[src/rtl/chunk_alloc_pkg.sv]
// Package: shared constants and state encoding for the chunked ID allocator.
// Assumes: IDs below RESERVED_IDS are never handed out; chunk size is 2**CHUNK_SHIFT.
package chunk_alloc_pkg;

    localparam int RESERVED_IDS = 8192;
    localparam int CHUNK_SHIFT  = 5;
    localparam int CHUNK_IDS    = 1 << CHUNK_SHIFT;

    typedef enum logic [2:0] {
        ST_IDLE,
        ST_SCAN,
        ST_MARK,
        ST_FREE,
        ST_RESP
    } alloc_state_e;

endpackage

[src/rtl/chunk_bitmap.sv]
// Module: one bit of use state per chunk, with one read and one write port.
// Assumes: at most one chunk is written per cycle; indices at or above N_CHUNKS are never written.
module chunk_bitmap #(
    parameter int N_CHUNKS = 256,
    parameter int IDX_W    = 8
) (
    input  logic             clk,
    input  logic             rst_n,
    input  logic [IDX_W-1:0] rd_idx,
    output logic             rd_used,
    input  logic             wr_en,
    input  logic [IDX_W-1:0] wr_idx,
    input  logic             wr_val
);

    logic [N_CHUNKS-1:0] used_q;

    // Combinational read of the addressed chunk.
    always_comb begin
        rd_used = 1'b0;
        if (int'(rd_idx) < N_CHUNKS) begin
            rd_used = used_q[rd_idx];
        end
    end

    // Clear the map on reset; otherwise update one chunk per cycle.
    always_ff @(posedge clk) begin
        if (!rst_n) begin
            used_q <= '0;
        end else if (wr_en && (int'(wr_idx) < N_CHUNKS)) begin
            used_q[wr_idx] <= wr_val;
        end
    end

endmodule

[src/rtl/run_tracker.sv]
// Module: follows free runs while chunks are presented in ascending order.
//   It flags a run that reaches the wanted length and keeps the first run of
//   the greatest length seen so far (the partial-grant candidate).
// Assumes: want_len >= 1; clr is pulsed before the first step of a scan.
module run_tracker #(
    parameter int IDX_W = 8,
    parameter int LEN_W = 10
) (
    input  logic             clk,
    input  logic             rst_n,
    input  logic             clr,
    input  logic             step,
    input  logic             slot_free,
    input  logic [IDX_W-1:0] slot_idx,
    input  logic [LEN_W-1:0] want_len,
    output logic             hit,
    output logic [IDX_W-1:0] hit_start,
    output logic [LEN_W-1:0] best_len_nxt,
    output logic [IDX_W-1:0] best_start_nxt
);

    logic [IDX_W-1:0] cur_start_q, cur_start_n;
    logic [LEN_W-1:0] cur_len_q, cur_len_n;
    logic [IDX_W-1:0] best_start_q;
    logic [LEN_W-1:0] best_len_q;

    // Extend or break the current run using the slot presented this cycle.
    always_comb begin
        cur_start_n = cur_start_q;
        cur_len_n   = '0;
        if (slot_free) begin
            cur_start_n = (cur_len_q == '0) ? slot_idx : cur_start_q;
            cur_len_n   = cur_len_q + LEN_W'(1);
        end
    end

    // Raise hit on a full-length run; a best run is replaced only by a strictly longer one.
    always_comb begin
        hit            = step && slot_free && (cur_len_n >= want_len);
        hit_start      = cur_start_n;
        best_len_nxt   = best_len_q;
        best_start_nxt = best_start_q;
        if (cur_len_n > best_len_q) begin
            best_len_nxt   = cur_len_n;
            best_start_nxt = cur_start_n;
        end
    end

    // Hold the run state between steps; clear it at the start of a scan.
    always_ff @(posedge clk) begin
        if (!rst_n || clr) begin
            cur_start_q  <= '0;
            cur_len_q    <= '0;
            best_start_q <= '0;
            best_len_q   <= '0;
        end else if (step) begin
            cur_start_q  <= cur_start_n;
            cur_len_q    <= cur_len_n;
            best_start_q <= best_start_nxt;
            best_len_q   <= best_len_nxt;
        end
    end

endmodule

[src/rtl/free_range_decoder.sv]
// Module: turns an ID base and count into a first chunk and a chunk count,
//   and flags ranges that start in the reserved area or pass the last chunk.
// Assumes: purely combinational; the chunk count is also used for allocate sizing.
module free_range_decoder
    import chunk_alloc_pkg::*;
#(
    parameter int ID_BITS  = 14,
    parameter int N_CHUNKS = 256,
    parameter int IDX_W    = 9,
    parameter int LEN_W    = 10
) (
    input  logic [ID_BITS-1:0] base,
    input  logic [ID_BITS-1:0] count,
    output logic [IDX_W-1:0]   first_chunk,
    output logic [LEN_W-1:0]   n_chunks,
    output logic               range_bad
);

    logic [ID_BITS-1:0] offs;
    logic [ID_BITS:0]   rounded;
    logic [LEN_W:0]     end_chunk;

    // Chunk arithmetic: offset from the reserved area, round the count up, compare the end.
    always_comb begin
        offs        = base - ID_BITS'(RESERVED_IDS);
        first_chunk = IDX_W'(offs >> CHUNK_SHIFT);
        rounded     = {1'b0, count} + (ID_BITS + 1)'(CHUNK_IDS - 1);
        n_chunks    = LEN_W'(rounded >> CHUNK_SHIFT);
        end_chunk   = (LEN_W + 1)'(first_chunk) + (LEN_W + 1)'(n_chunks);
        range_bad   = (int'(base) < RESERVED_IDS) || (int'(end_chunk) > N_CHUNKS);
    end

endmodule

[src/rtl/chunk_id_allocator.sv]
// Module: top of the chunked interrupt ID allocator.
//   Allocate: scan chunks 0..N-1 one per cycle, grant the first full-length run
//   or the first longest run, then mark the granted chunks one per cycle.
//   Free: walk the decoded range one chunk per cycle, clearing used chunks and
//   noting chunks that were already free.
// Assumes: ID_BITS >= 14; one request at a time, accepted only while idle.
module chunk_id_allocator
    import chunk_alloc_pkg::*;
#(
    parameter int ID_BITS = 14
) (
    input  logic               clk,
    input  logic               rst_n,
    input  logic               req_valid,
    input  logic               req_free,
    input  logic [ID_BITS-1:0] req_base,
    input  logic [ID_BITS-1:0] req_count,
    output logic               busy,
    output logic               done,
    output logic               rsp_ok,
    output logic [ID_BITS-1:0] rsp_base,
    output logic [ID_BITS-1:0] rsp_count,
    output logic               rsp_bad_free,
    output logic               rsp_range_err
);

    localparam int N_CHUNKS = ((1 << ID_BITS) - RESERVED_IDS) >> CHUNK_SHIFT;
    localparam int IDX_W    = ID_BITS - CHUNK_SHIFT;
    localparam int LEN_W    = IDX_W + 1;

    alloc_state_e     state_q;
    logic [IDX_W-1:0] idx_q;
    logic [LEN_W-1:0] want_q;
    logic [LEN_W-1:0] left_q;
    logic             bad_q;

    logic             accept;
    logic             rd_used;
    logic             wr_en;
    logic             wr_val;
    logic             last_idx;
    logic             hit;
    logic [IDX_W-1:0] hit_start;
    logic [LEN_W-1:0] best_len_nxt;
    logic [IDX_W-1:0] best_start_nxt;
    logic [IDX_W-1:0] dec_first;
    logic [LEN_W-1:0] dec_chunks;
    logic             dec_bad;

    // First ID of a chunk.
    function automatic logic [ID_BITS-1:0] id_of(input logic [IDX_W-1:0] c);
        return ID_BITS'(RESERVED_IDS) + (ID_BITS'(c) << CHUNK_SHIFT);
    endfunction

    // Number of IDs in a run of chunks.
    function automatic logic [ID_BITS-1:0] ids_in(input logic [LEN_W-1:0] n);
        return ID_BITS'(n) << CHUNK_SHIFT;
    endfunction

    chunk_bitmap #(
        .N_CHUNKS (N_CHUNKS),
        .IDX_W    (IDX_W)
    ) i_bitmap (
        .clk     (clk),
        .rst_n   (rst_n),
        .rd_idx  (idx_q),
        .rd_used (rd_used),
        .wr_en   (wr_en),
        .wr_idx  (idx_q),
        .wr_val  (wr_val)
    );

    run_tracker #(
        .IDX_W (IDX_W),
        .LEN_W (LEN_W)
    ) i_tracker (
        .clk            (clk),
        .rst_n          (rst_n),
        .clr            (accept),
        .step           (state_q == ST_SCAN),
        .slot_free      (!rd_used),
        .slot_idx       (idx_q),
        .want_len       (want_q),
        .hit            (hit),
        .hit_start      (hit_start),
        .best_len_nxt   (best_len_nxt),
        .best_start_nxt (best_start_nxt)
    );

    free_range_decoder #(
        .ID_BITS  (ID_BITS),
        .N_CHUNKS (N_CHUNKS),
        .IDX_W    (IDX_W),
        .LEN_W    (LEN_W)
    ) i_decoder (
        .base        (req_base),
        .count       (req_count),
        .first_chunk (dec_first),
        .n_chunks    (dec_chunks),
        .range_bad   (dec_bad)
    );

    // Handshake, status outputs and bitmap write controls.
    always_comb begin
        accept   = req_valid && (state_q == ST_IDLE);
        busy     = (state_q != ST_IDLE);
        done     = (state_q == ST_RESP);
        last_idx = (idx_q == IDX_W'(N_CHUNKS - 1));
        wr_en    = (state_q == ST_MARK) || ((state_q == ST_FREE) && rd_used);
        wr_val   = (state_q == ST_MARK);
    end

    // Request sequencing: accept, scan, mark or free walk, then respond.
    always_ff @(posedge clk) begin
        if (!rst_n) begin
            state_q       <= ST_IDLE;
            idx_q         <= '0;
            want_q        <= '0;
            left_q        <= '0;
            bad_q         <= 1'b0;
            rsp_ok        <= 1'b0;
            rsp_base      <= '0;
            rsp_count     <= '0;
            rsp_bad_free  <= 1'b0;
            rsp_range_err <= 1'b0;
        end else begin
            case (state_q)
                ST_IDLE: begin
                    if (accept) begin
                        rsp_ok        <= 1'b0;
                        rsp_base      <= '0;
                        rsp_count     <= '0;
                        rsp_bad_free  <= 1'b0;
                        rsp_range_err <= 1'b0;
                        bad_q         <= 1'b0;
                        if (req_free) begin
                            if (dec_bad) begin
                                rsp_range_err <= 1'b1;
                                state_q       <= ST_RESP;
                            end else if (dec_chunks == '0) begin
                                rsp_ok  <= 1'b1;
                                state_q <= ST_RESP;
                            end else begin
                                idx_q   <= dec_first;
                                left_q  <= dec_chunks;
                                state_q <= ST_FREE;
                            end
                        end else begin
                            if (dec_chunks == '0) begin
                                state_q <= ST_RESP;
                            end else begin
                                want_q  <= dec_chunks;
                                idx_q   <= '0;
                                state_q <= ST_SCAN;
                            end
                        end
                    end
                end
                ST_SCAN: begin
                    if (hit) begin
                        idx_q     <= hit_start;
                        left_q    <= want_q;
                        rsp_base  <= id_of(hit_start);
                        rsp_count <= ids_in(want_q);
                        state_q   <= ST_MARK;
                    end else if (last_idx) begin
                        if (best_len_nxt == '0) begin
                            state_q <= ST_RESP;
                        end else begin
                            idx_q     <= best_start_nxt;
                            left_q    <= best_len_nxt;
                            rsp_base  <= id_of(best_start_nxt);
                            rsp_count <= ids_in(best_len_nxt);
                            state_q   <= ST_MARK;
                        end
                    end else begin
                        idx_q <= idx_q + IDX_W'(1);
                    end
                end
                ST_MARK: begin
                    idx_q  <= idx_q + IDX_W'(1);
                    left_q <= left_q - LEN_W'(1);
                    if (left_q == LEN_W'(1)) begin
                        rsp_ok  <= 1'b1;
                        state_q <= ST_RESP;
                    end
                end
                ST_FREE: begin
                    idx_q  <= idx_q + IDX_W'(1);
                    left_q <= left_q - LEN_W'(1);
                    if (!rd_used) begin
                        bad_q <= 1'b1;
                    end
                    if (left_q == LEN_W'(1)) begin
                        rsp_ok       <= 1'b1;
                        rsp_bad_free <= bad_q || !rd_used;
                        state_q      <= ST_RESP;
                    end
                end
                default: begin
                    state_q <= ST_IDLE;
                end
            endcase
        end
    end

endmodule

[config.mk]
export PLATFORM = sky130hd
export DESIGN_NAME = chunk_id_allocator
export DESIGN_NICKNAME = d
export VERILOG_FILES = /design/src/rtl/chunk_alloc_pkg.sv /design/src/rtl/chunk_bitmap.sv /design/src/rtl/run_tracker.sv /design/src/rtl/free_range_decoder.sv /design/src/rtl/chunk_id_allocator.sv
export SDC_FILE = /design/constraint.sdc
export NUM_CORES = 1
export LEC_CHECK = 0
export BUFFER_PORTS_ARGS = -buffer_cell sky130_fd_sc_hd__clkbuf_2
export CAP_MARGIN = 20
export CORE_ASPECT_RATIO = 0.7
export CORE_MARGIN = 5
export CORE_UTILIZATION = 30
export DETAILED_ROUTE_END_ITERATION = 7
export HOLD_SLACK_MARGIN = 0.12
export REMOVE_ABC_BUFFERS = 1
export SYNTH_ARGS = -nofsm -noshare
export SYNTH_HDL_FRONTEND = slang
export SYNTH_SLANG_ARGS = --single-unit
[constraint.sdc]
create_clock -name clk -period 12.2 [get_ports clk]
set_clock_uncertainty 0.1 [all_clocks]
set_input_delay 1.22 -clock clk [delete_from_list [all_inputs] [get_ports clk]]
set_output_delay 1.22 -clock clk [all_outputs]
set_load 0.02 [all_outputs]
==> Word level (Yosys, flattened, before mapping) <==
Index checks and enable logic that the tools add are counted.
{ "classes": {"n_addsub": 8, "magnitude_cmp": 7, "eq_ne": 19, "muxes": 60, "bitwise_logic": 2, "reduce_logical": 31} }
{ "ops": {"columns": ["cell", "n"], "rows": [
  ["256-bit bitwise mux", 1],
  ["9-bit 2-to-1 mux", 11],
  ["14-bit 2-to-1 mux", 7],
  ["10-bit 2-to-1 mux", 9],
  ["14-bit case mux with 2 select lines", 2],
  ["10-bit logical NOT", 3],
  ["10-bit case mux with 3 select lines", 1],
  ["14-bit adder, first input constant", 2],
  ["3-bit 2-to-1 mux", 9],
  ["9-bit case mux with 3 select lines", 1],
  ["9-bit less-than comparator, second input constant", 2],
  ["14-bit by 5-bit adder with 15-bit output, second input constant", 1],
  ["3-bit != test, second input constant", 5],
  ["14-bit less-than comparator, second input constant", 1],
  ["14-bit subtractor, second input constant", 1],
  ["1-bit 2-to-1 mux", 13],
  ["3-bit AND reduction", 4],
  ["9-bit by 10-bit adder with 11-bit output", 1],
  ["11-bit by 9-bit greater-than comparator with 1-bit output, second input constant", 1],
  ["10-bit by 1-bit adder with 10-bit output, second input constant", 1],
  ["10-bit by 1-bit == test with 1-bit output, second input constant", 1],
  ["10-bit greater-or-equal comparator", 1],
  ["10-bit greater-than comparator", 1],
  ["10-bit by 1-bit subtractor with 10-bit output, second input constant", 1],
  ["25 further kinds", 47]
]} }
{ "totals": {"register_bits": 358, "in_bits": 32, "output_inout_bits": 33, "word_cells": 142} }

==> Depth between registers and ports, before layout <==
{ "logic_depth": {"depth_word": 11, "ltp_mapped": 27, "ltp_nobuf": 20} }

==> Hierarchy <==
Synthesis repeated with hierarchy kept, for this count alone.
{ "hier_totals": {"hier_cells": 2269, "hier_area_um2": 19622.6} }
{ "modules_own_cells": {"columns": ["module", "instances", "cells_per_inst", "area_per_inst_um2", "seq_area_each_um2"], "rows": [
  ["chunk_bitmap", 1, 1502, 13033.8, 5124.9],
  ["chunk_id_allocator", 1, 399, 3284.4, 1081.0],
  ["run_tracker", 1, 290, 2685.1, 760.7],
  ["free_range_decoder", 1, 78, 619.3, 0.0]
]} }

==> Least setup slack after synthesis <==
Ideal clock, no wire load.
{ "synth_timing": {"path_kind": "reg-to-reg", "startpoint": "reg idx_q[1]", "endpoint": "reg idx_q[4]", "setup_ps": 74, "t_arrival_ps": 5220, "required_time_ps": 12026, "slack_ps": 6806, "stages_incl_launch_ff": 23, "n_path_buf": 6, "synth_period_minus_slack_ps": 5394, "path_cell_list": "dfxtp_1 -> buf_6 -> buf_6 -> mux4_2 -> a211oi_1 -> nor4_2 -> a22oi_2 -> a311oi_4 -> or2_1 -> buf_4 -> buf_2 -> buf_2 -> nor2_1 -> ha_1 -> a2111o_1 -> or2_2 -> o21ai_1 -> and2_1 -> a211oi_2 -> a311oi_2 -> buf_2 -> o21ai_1 -> a31oi_1"} }
{ "synth_via": {"elab_chain_len": 10, "word_cells_on_any_way": 22, "classes_between": "add/sub: 1; order compare: 3; eq/ne: 2; mux: 11; reduce/logical: 5"} }
{ "synth_lines": {"columns": ["item", "line", "text"], "rows": [
  ["from (decl)", "chunk_id_allocator.sv:32", "logic [IDX_W-1:0] idx_q;"],
  ["from (signal assigned)", "chunk_id_allocator.sv:144", "idx_q <= dec_first;"],
  ["from (signal assigned)", "chunk_id_allocator.sv:161", "idx_q <= hit_start;"],
  ["from (signal assigned)", "chunk_id_allocator.sv:170", "idx_q <= best_start_nxt;"],
  ["1-bit binary-select mux with 8-bit select", "chunk_bitmap.sv:22", "rd_used = used_q[rd_idx];"],
  ["1-bit 2-to-1 mux (implied by the code)", "chunk_bitmap.sv:22", null],
  ["1-bit 2-to-1 mux *", "chunk_bitmap.sv:21", "if (int'(rd_idx) < N_CHUNKS) begin"],
  ["10-bit 2-to-1 mux *", "run_tracker.sv:31", "if (slot_free) begin"],
  ["net i_tracker.cur_len_n[9]", "run_tracker.sv:23", "logic [LEN_W-1:0] cur_len_q, cur_len_n;"],
  ["parallel branches: the longest is 6 deep, another holds 10-bit greater-than comparator", null, null]
]} }
Mark *: on every way through the listed nets, which the timed path passes. The select of a mux whose other input is x is not followed.
A chain may end at the register's enable or synchronous reset.

==> Final worst setup path <==
{ "layout_timing": {"startpoint": "reg idx_q[1]", "endpoint": "reg idx_q[6]"} }
Same word-level chain as after synthesis.

==> key figures <==
Status
  • Outcome: finished, final reports clean

Placement
  • Port bufs: roughly 50
  • Placed Cells incl. Taps: 2919
  • HPWL after DPL: 38.9 mm
  • Final Wtd Congestion: around 0.92
  • Worst slack, placed: around 3900 ps

Worst setup path
  • CP Class: reg2reg
  • Critical Path Fanout Max: a little under 60
  • Critical path data required time: roughly 13000 ps
  • CP peak stage delay: 1000 ps
  • Ordered cell list for the critical path: buf_4 > mux2i_1 > a22oi_1 > a21oi_1 > nor3_1 > a211oi_2 > a211oi_2 > or2_1 > nor2_1 > ha_1 > a2111o_1 > or2_2 > o21ai_2 > buf_4 > and2_1 > a211oi_2 > a311oi_2 > buf_4 > a21boi_0 > a21oi_1
  • Cell family with most CP delay: compound AO/OA/AOI/OAI gates
  • Crit. End Element: register
  • Reg2reg start: idx_q[1]
  • Slowest cell on crit path: dfxtp_4
  • Worst setup path start: idx_q[1]
  • Critical Path AT: around 8700 ps
  • Worst Setup Start Kind: register
  • WP buf/inv: 3

STA
  • RSZ-0062 raised after global routing: no
  • Worst Slack Setup Final: between 3000 and 4000 ps
  • Tmin final: between 8000 and 9000 ps
  • Max Transition Viols Final: 0
  • FMAX: roughly 120 MHz
  • Fin crit share: around 70%
  • Setup TNS: 0 ps
  • Worst Tran Pin Value: 1160 ps
  • Relative slew slack: between 20% and 30%
  • Final hold vios: 0
  • Final setup violation count: 0

GRT
  • GR Overflow Total: 0
  • Initial antenna violation count: 1
  • Vias in the first global route: 15574
  • All-Layer GR Usage: between 10% and 20%
  • First-pass GRT wire length: about 90 mm
  • Largest net degree at the start of global routing: between 100 and 150

Yosys
  • Synth area leader: dfxtp_1
  • Post-synth top cells: 367 x nand2_1, 348 x dfxtp_1, 225 x mux2i_1, 156 x clkbuf_1, 151 x o31ai_1
  • Area fraction of the dominant cell type after synthesis: between 30% and 40%
  • Number of synthesized flops with an enable pin: 0
  • Leading post-synthesis cells by cell area: dfxtp_1 36%, mux2i_1 12%, nand2_1 7.2%
  • Seq/Total Area, Yosys: a little over a third
  • Most numerous cell in the Yosys netlist: nand2_1
  • Ys async rst share: 0%
  • Synthesized cell area: ~19000 um2
  • Synth Flop Type: dfxtp_1
  • Synth unique cells: 82
  • Synth Register Bits: approximately 350
  • Syn Inst Count: around 2200
  • Mean Syn Cell Area: 8.64 um2
  • Yosys Warn Count: 0

CTS
  • CTS tree: built
  • Clock buffer depth: 3
  • Num CTS Buffers: 39
  • Number of setup buffers added after CTS: 0
  • Worst-skew pair later-pin latency: 550 ps
  • CTS sink cnt: about 350
  • Root Driver: clkbuf_16
  • Hold-fix buffers, CTS: 0
  • Number of gates resized after cts: 0
  • Worst-path clk slew: ~60 ps
  • H-tree depth: 2

Floorplan
  • Rows: 77
  • Die height: 221 um
  • Chip width: 312 um
  • Die area: ~70000 um2
  • Core ar.: between 60000 and 70000 um2
  • Top Ports: 65
  • Initial Utilization: 30.3%

Route
  • Total wire length: around 60 mm
  • Post-route ant nets: 0
  • Residual DRC: 0
  • Initial drt markers: between 1500 and 2000
  • Drt pass-1 iters: 6
  • Vias: 16823
  • Routed wire per std cell: 20.0 um
  • Post-detailed-route via-to-cell ratio: between 5 and 6

Power and ir drop
  • Power Dens Cells: 199 nW/um2
  • Leakage power: approximately 7.7 nW
  • Pwr Total: 4.20 mW
  • Worst VDD drop: around 0.00015 V

Finish
  • Non-Filler Instances: about 3000
  • Proportion of layout cells with a drive suffix above 1: approximately a tenth
  • Fin nets: 2208
  • Area grow syn2layout: 10.5%
  • # diodes: 0
  • Fill cells: about 6400

Min path
  • Worst hold path type: reg2reg
  • HP Start: i_bitmap.used_q[200]

Flow run
  • Max_cap viols: 0
## where the power goes
part | switching, mW | internal [mW]
clock network | 0.489 | 0.678
logic | 1.24 | 0.511
registers | 0.0894 | 1.19
## tightest hold or removal path, stage by stage (launching register included)
cell	delay, ps
dfxtp_1	310
nand2_1	50
mux2i_1	50
## metal layers
metal	up-vias	GRT usage, %	share of wire, %	wire length (um)
met3	97	3.15	9.0	5430
met4	2	4.08	2.2	1300
li1	7900	-	-	-
met5	-	0	0.022	13
met1	8181	24.8	47	28500
met2	643	23.7	41	24800
## sequential cells by signal, summed over array words and instances, names as in the netlist, 3 cells and up
signal,count
i_tracker.best_len_q,10
want_q,10
idx_q,9
i_tracker.best_start_q,9
i_tracker.cur_len_q,10
rsp_count,9
i_tracker.cur_start_q,9
rsp_base,9
state_q,3
left_q,10
i_bitmap.used_q,256
## worst paths after layout
path	slack (ps)	depth (start not counted)	endpoint
setup / recovery	3840	20	idx_q[6]
hold / removal	360	2	i_bitmap.used_q[200]
setup reg to reg	3840	20	idx_q[6]
hold reg to reg	360	2	i_bitmap.used_q[200]
## metrics by stage
stage | hold slack (ps) | util [%] | cell area (um2)
2_1_floorplan | 335 | - | 18100
3_3_place_gp | 342 | 31.3 | 19700
3_5_place_dp | 351 | 31.3 | 19700
4_1_cts | 360 | 33.3 | 21000
5_1_grt | 372 | 33.4 | 21100
6_report | 357 | 33.4 | 21100
## cell type report
class | instances | area (um2) | share of cell area (%)
Clock inverter | 15 | 115 | 0.546
Sequential cell | 348 | 6970 | 33.1
Inverter | 47 | 176 | 0.836
Tap cell | 829 | 1040 | 4.92
Multi-Input combinational cell | 1608 | 11000 | 52.1
Clock buffer | 55 | 1150 | 5.44
Timing Repair Buffer | 93 | 646 | 3.06
## logic make-up (layout without fill, tap and decap cells)
group	Yosys count	in the layout	share of synthesized area (%)
AOI/OAI and AO/OA	588	588	22.5
xor gates and xnor gates	33	33	1.51
adders and majority gates	39	39	2.60
buffers and inverters	262	210	6.19
DFF	348	348	36.5
muxes	250	250	14.7
other	1	10	0.0196
and+or+nand+nor	688	688	16.0
## cell usage in the layout (no fill, tap or decap), types with 37 or more instances in the layout
cell type / instances
nand3_1: 43
o31ai_1: 151
nor2_1: 143
o21ai_0: 44
ha_1: 38
clkbuf_2: 49
inv_1: 46
a22oi_1: 37
clkbuf_16: 40
mux2i_1: 225
o211ai_1: 146
a21oi_1: 66
nand2_1: 366
dfxtp_1: 346
buf_4: 39
Note: power is estimated with default switching activity, not from simulation.
